==> config.mk <==
export PLATFORM = sky130hd
export DESIGN_NAME = ldret_buffer
export DESIGN_NICKNAME = d
export VERILOG_FILES = /design/src/rtl/lrb_pkg.sv /design/src/rtl/lrb_slot_store.sv /design/src/rtl/lrb_wave_queue.sv /design/src/rtl/lrb_rr_arb.sv /design/src/rtl/ldret_buffer.sv
export SDC_FILE = /design/constraint.sdc
export NUM_CORES = 2
export LEC_CHECK = 0
export BUFFER_PORTS_ARGS = -buffer_cell sky130_fd_sc_hd__buf_2
export CORE_AREA = 5 5 342 344
export CTS_BUF_LIST = sky130_fd_sc_hd__clkbuf_4
export DETAILED_ROUTE_END_ITERATION = 8
export DIE_AREA = 0 0 347 349
export PLACE_DENSITY_LB_ADDON = 0.12
export RECOVER_POWER = 50
export SLEW_MARGIN = 25
export SYNTH_ARGS = -nofsm -noshare
export SYNTH_HDL_FRONTEND = slang
export SYNTH_SLANG_ARGS = --single-unit
==> constraint.sdc <==
create_clock -name clk -period 7.5 [get_ports clk]
set_clock_uncertainty 0.2 [all_clocks]
set_input_delay 0.375 -clock clk [delete_from_list [all_inputs] [get_ports clk]]
set_output_delay 0.375 -clock clk [all_outputs]
set_load 0.05 [all_outputs]
==> src/rtl/lrb_pkg.sv <==
package lrb_pkg;
  typedef enum logic [1:0] {
    SLOT_FREE = 2'd0,
    SLOT_PEND = 2'd1,
    SLOT_FULL = 2'd2
  } slot_state_e;
endpackage

==> src/rtl/lrb_slot_store.sv <==
module lrb_slot_store
  import lrb_pkg::*;
#(
  parameter int NUM_SLOTS = 32,
  parameter int REG_AW    = 8,
  parameter int DATA_W    = 32,
  localparam int SW       = $clog2(NUM_SLOTS)
) (
  input  logic              clk,
  input  logic              rst_n,
  input  logic              alloc_en,
  input  logic [SW-1:0]     alloc_slot,
  input  logic [REG_AW-1:0] alloc_dst,
  input  logic              fill_en,
  input  logic [SW-1:0]     fill_slot,
  input  logic [DATA_W-1:0] fill_data,
  input  logic              free_en,
  input  logic [SW-1:0]     free_slot,
  input  logic [SW-1:0]     rd_slot,
  output logic [NUM_SLOTS-1:0] busy_vec,
  output logic [NUM_SLOTS-1:0] full_vec,
  output logic [REG_AW-1:0] rd_dst,
  output logic [DATA_W-1:0] rd_data
);
  slot_state_e       state [NUM_SLOTS];
  logic [REG_AW-1:0] dst_q [NUM_SLOTS];
  logic [DATA_W-1:0] dat_q [NUM_SLOTS];

  always_ff @(posedge clk) begin
    for (int i = 0; i < NUM_SLOTS; i++) begin
      if (!rst_n) begin
        state[i] <= SLOT_FREE;
      end else if (free_en && free_slot == SW'(i)) begin
        state[i] <= SLOT_FREE;
      end else if (alloc_en && alloc_slot == SW'(i)) begin
        state[i] <= SLOT_PEND;
      end else if (fill_en && fill_slot == SW'(i) && state[i] == SLOT_PEND) begin
        state[i] <= SLOT_FULL;
      end
    end
  end

  always_ff @(posedge clk) begin
    for (int i = 0; i < NUM_SLOTS; i++) begin
      if (alloc_en && alloc_slot == SW'(i)) dst_q[i] <= alloc_dst;
      if (fill_en && fill_slot == SW'(i) && state[i] == SLOT_PEND) dat_q[i] <= fill_data;
    end
  end

  always_comb begin
    for (int i = 0; i < NUM_SLOTS; i++) begin
      busy_vec[i] = (state[i] != SLOT_FREE);
      full_vec[i] = (state[i] == SLOT_FULL);
    end
  end

  assign rd_dst  = dst_q[rd_slot];
  assign rd_data = dat_q[rd_slot];
endmodule

==> src/rtl/lrb_wave_queue.sv <==
module lrb_wave_queue #(
  parameter int SW    = 5,
  parameter int CNT_W = 4,
  localparam int DEPTH = 1 << CNT_W
) (
  input  logic             clk,
  input  logic             rst_n,
  input  logic             push,
  input  logic [SW-1:0]    push_slot,
  input  logic             pop,
  output logic [SW-1:0]    head_slot,
  output logic [CNT_W-1:0] count,
  output logic             full
);
  logic [SW-1:0]    mem [DEPTH];
  logic [CNT_W-1:0] wr_ptr, rd_ptr;

  always_ff @(posedge clk) begin
    if (push) mem[wr_ptr] <= push_slot;
  end

  always_ff @(posedge clk) begin
    if (!rst_n) begin
      wr_ptr <= '0;
      rd_ptr <= '0;
      count  <= '0;
    end else begin
      if (push) wr_ptr <= wr_ptr + 1'b1;
      if (pop)  rd_ptr <= rd_ptr + 1'b1;
      if (push && !pop)      count <= count + 1'b1;
      else if (pop && !push) count <= count - 1'b1;
    end
  end

  assign head_slot = mem[rd_ptr];
  assign full      = (count == '1);
endmodule

==> src/rtl/lrb_rr_arb.sv <==
module lrb_rr_arb #(
  parameter int N = 4,
  localparam int IW = (N > 1) ? $clog2(N) : 1
) (
  input  logic          clk,
  input  logic          rst_n,
  input  logic [N-1:0]  req,
  input  logic          advance,
  output logic          gnt_valid,
  output logic [IW-1:0] gnt_idx
);
  logic [IW-1:0] ptr, lock_idx, found;
  logic          locked, any;

  always_comb begin
    int k;
    found = '0;
    any   = 1'b0;
    for (int i = 0; i < N; i++) begin
      k = int'(ptr) + i;
      if (k >= N) k = k - N;
      if (!any && req[k]) begin
        any   = 1'b1;
        found = IW'(k);
      end
    end
  end

  assign gnt_valid = locked || any;
  assign gnt_idx   = locked ? lock_idx : found;

  always_ff @(posedge clk) begin
    if (!rst_n) begin
      ptr      <= '0;
      locked   <= 1'b0;
      lock_idx <= '0;
    end else if (gnt_valid && advance) begin
      locked <= 1'b0;
      ptr    <= (gnt_idx == IW'(N - 1)) ? '0 : gnt_idx + 1'b1;
    end else if (gnt_valid) begin
      locked   <= 1'b1;
      lock_idx <= gnt_idx;
    end
  end
endmodule

==> src/rtl/ldret_buffer.sv <==
module ldret_buffer
  import lrb_pkg::*;
#(
  parameter int NUM_WAVES = 4,
  parameter int NUM_SLOTS = 32,
  parameter int REG_AW    = 8,
  parameter int DATA_W    = 32,
  parameter int CNT_W     = 4,
  localparam int WW = (NUM_WAVES > 1) ? $clog2(NUM_WAVES) : 1,
  localparam int SW = $clog2(NUM_SLOTS)
) (
  input  logic                 clk,
  input  logic                 rst_n,
  input  logic                 ld_valid,
  output logic                 ld_ready,
  input  logic [WW-1:0]        ld_wave,
  input  logic [SW-1:0]        ld_slot,
  input  logic [REG_AW-1:0]    ld_dst,
  output logic                 ld_err,
  input  logic                 ret_valid,
  input  logic [SW-1:0]        ret_slot,
  input  logic [DATA_W-1:0]    ret_data,
  input  logic                 wt_valid,
  input  logic [WW-1:0]        wt_wave,
  input  logic [CNT_W-1:0]     wt_thresh,
  output logic                 rf_valid,
  input  logic                 rf_ready,
  output logic [REG_AW-1:0]    rf_addr,
  output logic [DATA_W-1:0]    rf_data,
  output logic [WW-1:0]        rf_wave,
  output logic [NUM_WAVES-1:0] wt_done
);
  logic [NUM_SLOTS-1:0]       busy_vec, full_vec;
  logic [SW-1:0]              q_head [NUM_WAVES];
  logic [CNT_W-1:0]           q_cnt  [NUM_WAVES];
  logic [NUM_WAVES-1:0]       q_full, eligible, waiting;
  logic [CNT_W-1:0]           thr    [NUM_WAVES];
  logic [NUM_WAVES*CNT_W-1:0] cnt_flat;
  logic                       ld_fire, ld_take, rf_fire;
  logic [SW-1:0]              cp_slot;

  assign ld_ready = !q_full[ld_wave];
  assign ld_fire  = ld_valid && ld_ready;
  assign ld_err   = ld_fire && busy_vec[ld_slot];
  assign ld_take  = ld_fire && !busy_vec[ld_slot];
  assign rf_fire  = rf_valid && rf_ready;
  assign cp_slot  = q_head[rf_wave];

  lrb_slot_store #(.NUM_SLOTS(NUM_SLOTS), .REG_AW(REG_AW), .DATA_W(DATA_W)) u_store (
    .clk(clk), .rst_n(rst_n),
    .alloc_en(ld_take), .alloc_slot(ld_slot), .alloc_dst(ld_dst),
    .fill_en(ret_valid), .fill_slot(ret_slot), .fill_data(ret_data),
    .free_en(rf_fire), .free_slot(cp_slot), .rd_slot(cp_slot),
    .busy_vec(busy_vec), .full_vec(full_vec),
    .rd_dst(rf_addr), .rd_data(rf_data)
  );

  for (genvar w = 0; w < NUM_WAVES; w++) begin : g_wave
    lrb_wave_queue #(.SW(SW), .CNT_W(CNT_W)) u_q (
      .clk(clk), .rst_n(rst_n),
      .push(ld_take && ld_wave == WW'(w)), .push_slot(ld_slot),
      .pop(rf_fire && rf_wave == WW'(w)),
      .head_slot(q_head[w]), .count(q_cnt[w]), .full(q_full[w])
    );

    assign wt_done[w]  = waiting[w] && (q_cnt[w] <= thr[w]);
    assign eligible[w] = waiting[w] && (q_cnt[w] > thr[w]) && full_vec[q_head[w]];
    assign cnt_flat[w*CNT_W +: CNT_W] = q_cnt[w];

    always_ff @(posedge clk) begin
      if (!rst_n) begin
        waiting[w] <= 1'b0;
        thr[w]     <= '0;
      end else if (wt_done[w]) begin
        waiting[w] <= 1'b0;
      end else if (wt_valid && wt_wave == WW'(w) && !waiting[w]) begin
        waiting[w] <= 1'b1;
        thr[w]     <= wt_thresh;
      end
    end
  end

  lrb_rr_arb #(.N(NUM_WAVES)) u_arb (
    .clk(clk), .rst_n(rst_n), .req(eligible), .advance(rf_ready),
    .gnt_valid(rf_valid), .gnt_idx(rf_wave)
  );
endmodule

==> reports/results.ini <==
[run_status]
status=finished with violations
violations=capacitance limit, slew limit, setup timing

[worst_setup_path]
ff2ff_setup_slack_ps=860
slowest_stage=mux4_2
cp.required_ps=6920
critPathArrivalTime_ps=7560
cp-end-kind=primary output
max_stage_delay_ps=510
path_common_cell=buf_12
regToRegEndpoint=u_store.state[0][7]
critPathMaxFanout=8
r2r_cells=23
crit_type=reg -> out
cp-start-kind=register

[clocking]
clock-sinks=1753
cts.path.max_buffers=4
clk_pin_slew_worst_paths_ps=70
h-tree-depth=5
numCtsBuffers=434
clkLatencyLatePin_ps=1380
cts_tree=done
cts_root_buffer=clkbuf_4

[placed_design]
dp_cells=6916
hpwl_mm=124.6
port_buffers=112
gp_congestion=0.9786

[final_layout]
layout-drive-gt1-share=0.2604
layout.cells.non_filler=8056
syn2layout_area_growth_pct=22.45
multi_input_area_um2=21720
fin_nets=6354
utilization=0.7897
fill_cells=6343
regArea_um2=51920

[die]
start_util=0.6449
num_rows=124
die_h_um=349
ios=113
die-width_um=347
core_um2=113600
die_area_um2=121100

[synth]
mappedNetlistArea_um2=73240
synthTopCellsByCount=1680 x edfxtp_1, 1072 x nand2_1, 448 x nand3_1
synth.top_cell.area_share=0.6888
syn-num-nets=5466
ys_seq_elements=1753
synth_warnings=0
synth-edff-count=1680
synth.avg_cell_area_um2=13.70
syn_inst=5346
synth.most_common_cell=edfxtp_1
ys_seq_area_frac=0.7087
synth.distinct_cells=92
synthFlopType=edfxtp_1
ys_top_cells_by_area=edfxtp_1 69%, nand2_1 5.5%, nand3_1 3.1%
yosys.area.top_type=edfxtp_1
async_flop_share=0

[global_route]
overflow=0
grt_first_pass_wirelength_mm=329.3
grt_usage=0.3721
grt_pass1_vias=50810
grt_max_degree=74
antenna_found_initial=17

[timing]
relSlewSlack=-1.644
rsz0062_at_grt=yes
hold_viol=0
setup_viol=40
tightest_slew_ps=3966
slew_violations=859
fmax_mhz=122.9
fin_hold_ws_ps=140.0
fin_crit_sh=1.085
fin_ws_ps=-637.1
period_needed_ps=8137

[routing]
drt-wirelength-per-cell_um=29.35
met3_wirelength_mm=34.04
avgViaCountPerCell=6.568
drc_errors=0
drt-met1-wl_mm=81.57
wirelength_mm=236.4
first_pass_iters=9
met2_length_mm=106.7
top_layer_used=met5
drtIter0Drc=7913
ant_nets=0
vias=52910

[min_path]
whs_path_depth=5
hold_end=u_arb.ptr[0]
min_from=rf_ready
hold_class=in -> reg

[power_and_ir_drop]
peakVddDrop_mv=0.2409
p_leak_nw=31.80
total_power_mw=21.18
power_density_nw_per_um2=236.2

[run]
cap_violations=22

cells by family (layout without fill, tap and decap cells):
kind of cell / after synthesis / after routing / share of synthesized area
and+or+nand+nor: 2275 / 2277 / 0.1451
DFF: 1753 / 1753 / 0.7087
AOI/OAI and AO/OA: 518 / 518 / 0.05086
buffers and inverters: 399 / 1580 / 0.02357
muxes: 309 / 309 / 0.05745
adders and majority gates: 56 / 56 / 0.009977
xor gates and xnor gates: 36 / 36 / 0.004305
other: 0 / 15 / 0
per-stage QoR:
stage               TNS, ps  worst slack [ps]  area (um2)
finish               -14520            -637.1       89680
global route         -22660            -781.9       89670
CTS                  -12740            -433.7       88030
floorplan                 0             278.8       73240
global placement          0             45.68       77040
detailed placement   -21.62            -20.66       77070
sequential cells by signal, indices dropped and copies added (netlist names), named ones only:
name and count:
u_arb.lock_idx 2, u_store.dst_q 256, thr 16, g_wave.u_q.mem 320, u_store.state 64, g_wave.u_q.wr_ptr 16, u_arb.locked 1, g_wave.u_q.rd_ptr 16
u_arb.ptr 2, waiting 4, u_store.dat_q 1024, g_wave.u_q.count 16
routing by layer:
layer | global-route usage | vias to the layer above
li1 | - | 22210
met1 | 0.5020 | 25550
met2 | 0.5668 | 4265
met3 | 0.1056 | 885
met4 | 0.1828 | 4
met5 | 0 | -
placed cells by master (no fill, tap or decap), types with 32 or more instances in the layout:
cell type      count
a21oi_1          104
and2_1            48
and3_1            69
buf_12            86
buf_16            41
buf_2             43
buf_4            257
buf_6             85
buf_8             32
clkbuf_1          70
clkbuf_4         642
clkinv_1          74
dfxtp_1           67
dlygate4sd3_1    123
edfxtp_1        1680
ha_1              52
inv_1             80
mux2_2            48
mux2i_1          148
mux4_2            82
nand2_1         1050
nand2b_1          56
nand3_1          403
nand3_2           42
nand4_1           45
nor2_1           205
nor2b_1           44
nor3_1            64
o211ai_1          43
o21ai_0           46
o221ai_1          33
or3_1             33
cell type report:
type | count | area share
sequential | 1753 | 0.5789
clock buffer | 642 | 0.05374
inverter | 89 | 0.003753
clock inverter | 89 | 0.004534
antenna | 15 | 0.0004185
timing repair buffer | 760 | 0.09539
tap | 1512 | 0.02109
multi-input combinational | 3196 | 0.2421
worst max path at each step:
stage and end:
2_1_floorplan rf_data[28], 3_3_place_gp rf_data[1], 3_5_place_dp rf_data[7], 4_1_cts rf_data[28], 5_1_grt rf_data[30], 6_report rf_data[30]
report_power, final:
group / leakage, nW / switching (mW) / total [mW] / internal (mW)
Combinational: 12.9 / 1.59 / 2.63 / 1.04
Clock: 3.15 / 3.80 / 7.74 / 3.94
Sequential: 15.8 / 0.0384 / 10.8 / 10.8
what timing repair did:
item                                    in CTS  in global routing
resized for setup                          492                205
buffers inserted                           137                 65
hold buffers                               141                  7
pin swaps                                  123                101
hold endpoints to repair                  3327                 44
endpoints found under the setup margin      40                 40
cloned                                      37                 19
critical path, delay by kind of cell (launching register included):
family | cells | cell delay (ps)
flops | 1 | 340
mux | 4 | 1220
compound gates | 6 | 1410
buf+inv | 11 | 1870
simple gates | 7 | 1350
Power figures use the tool's default switching activity.
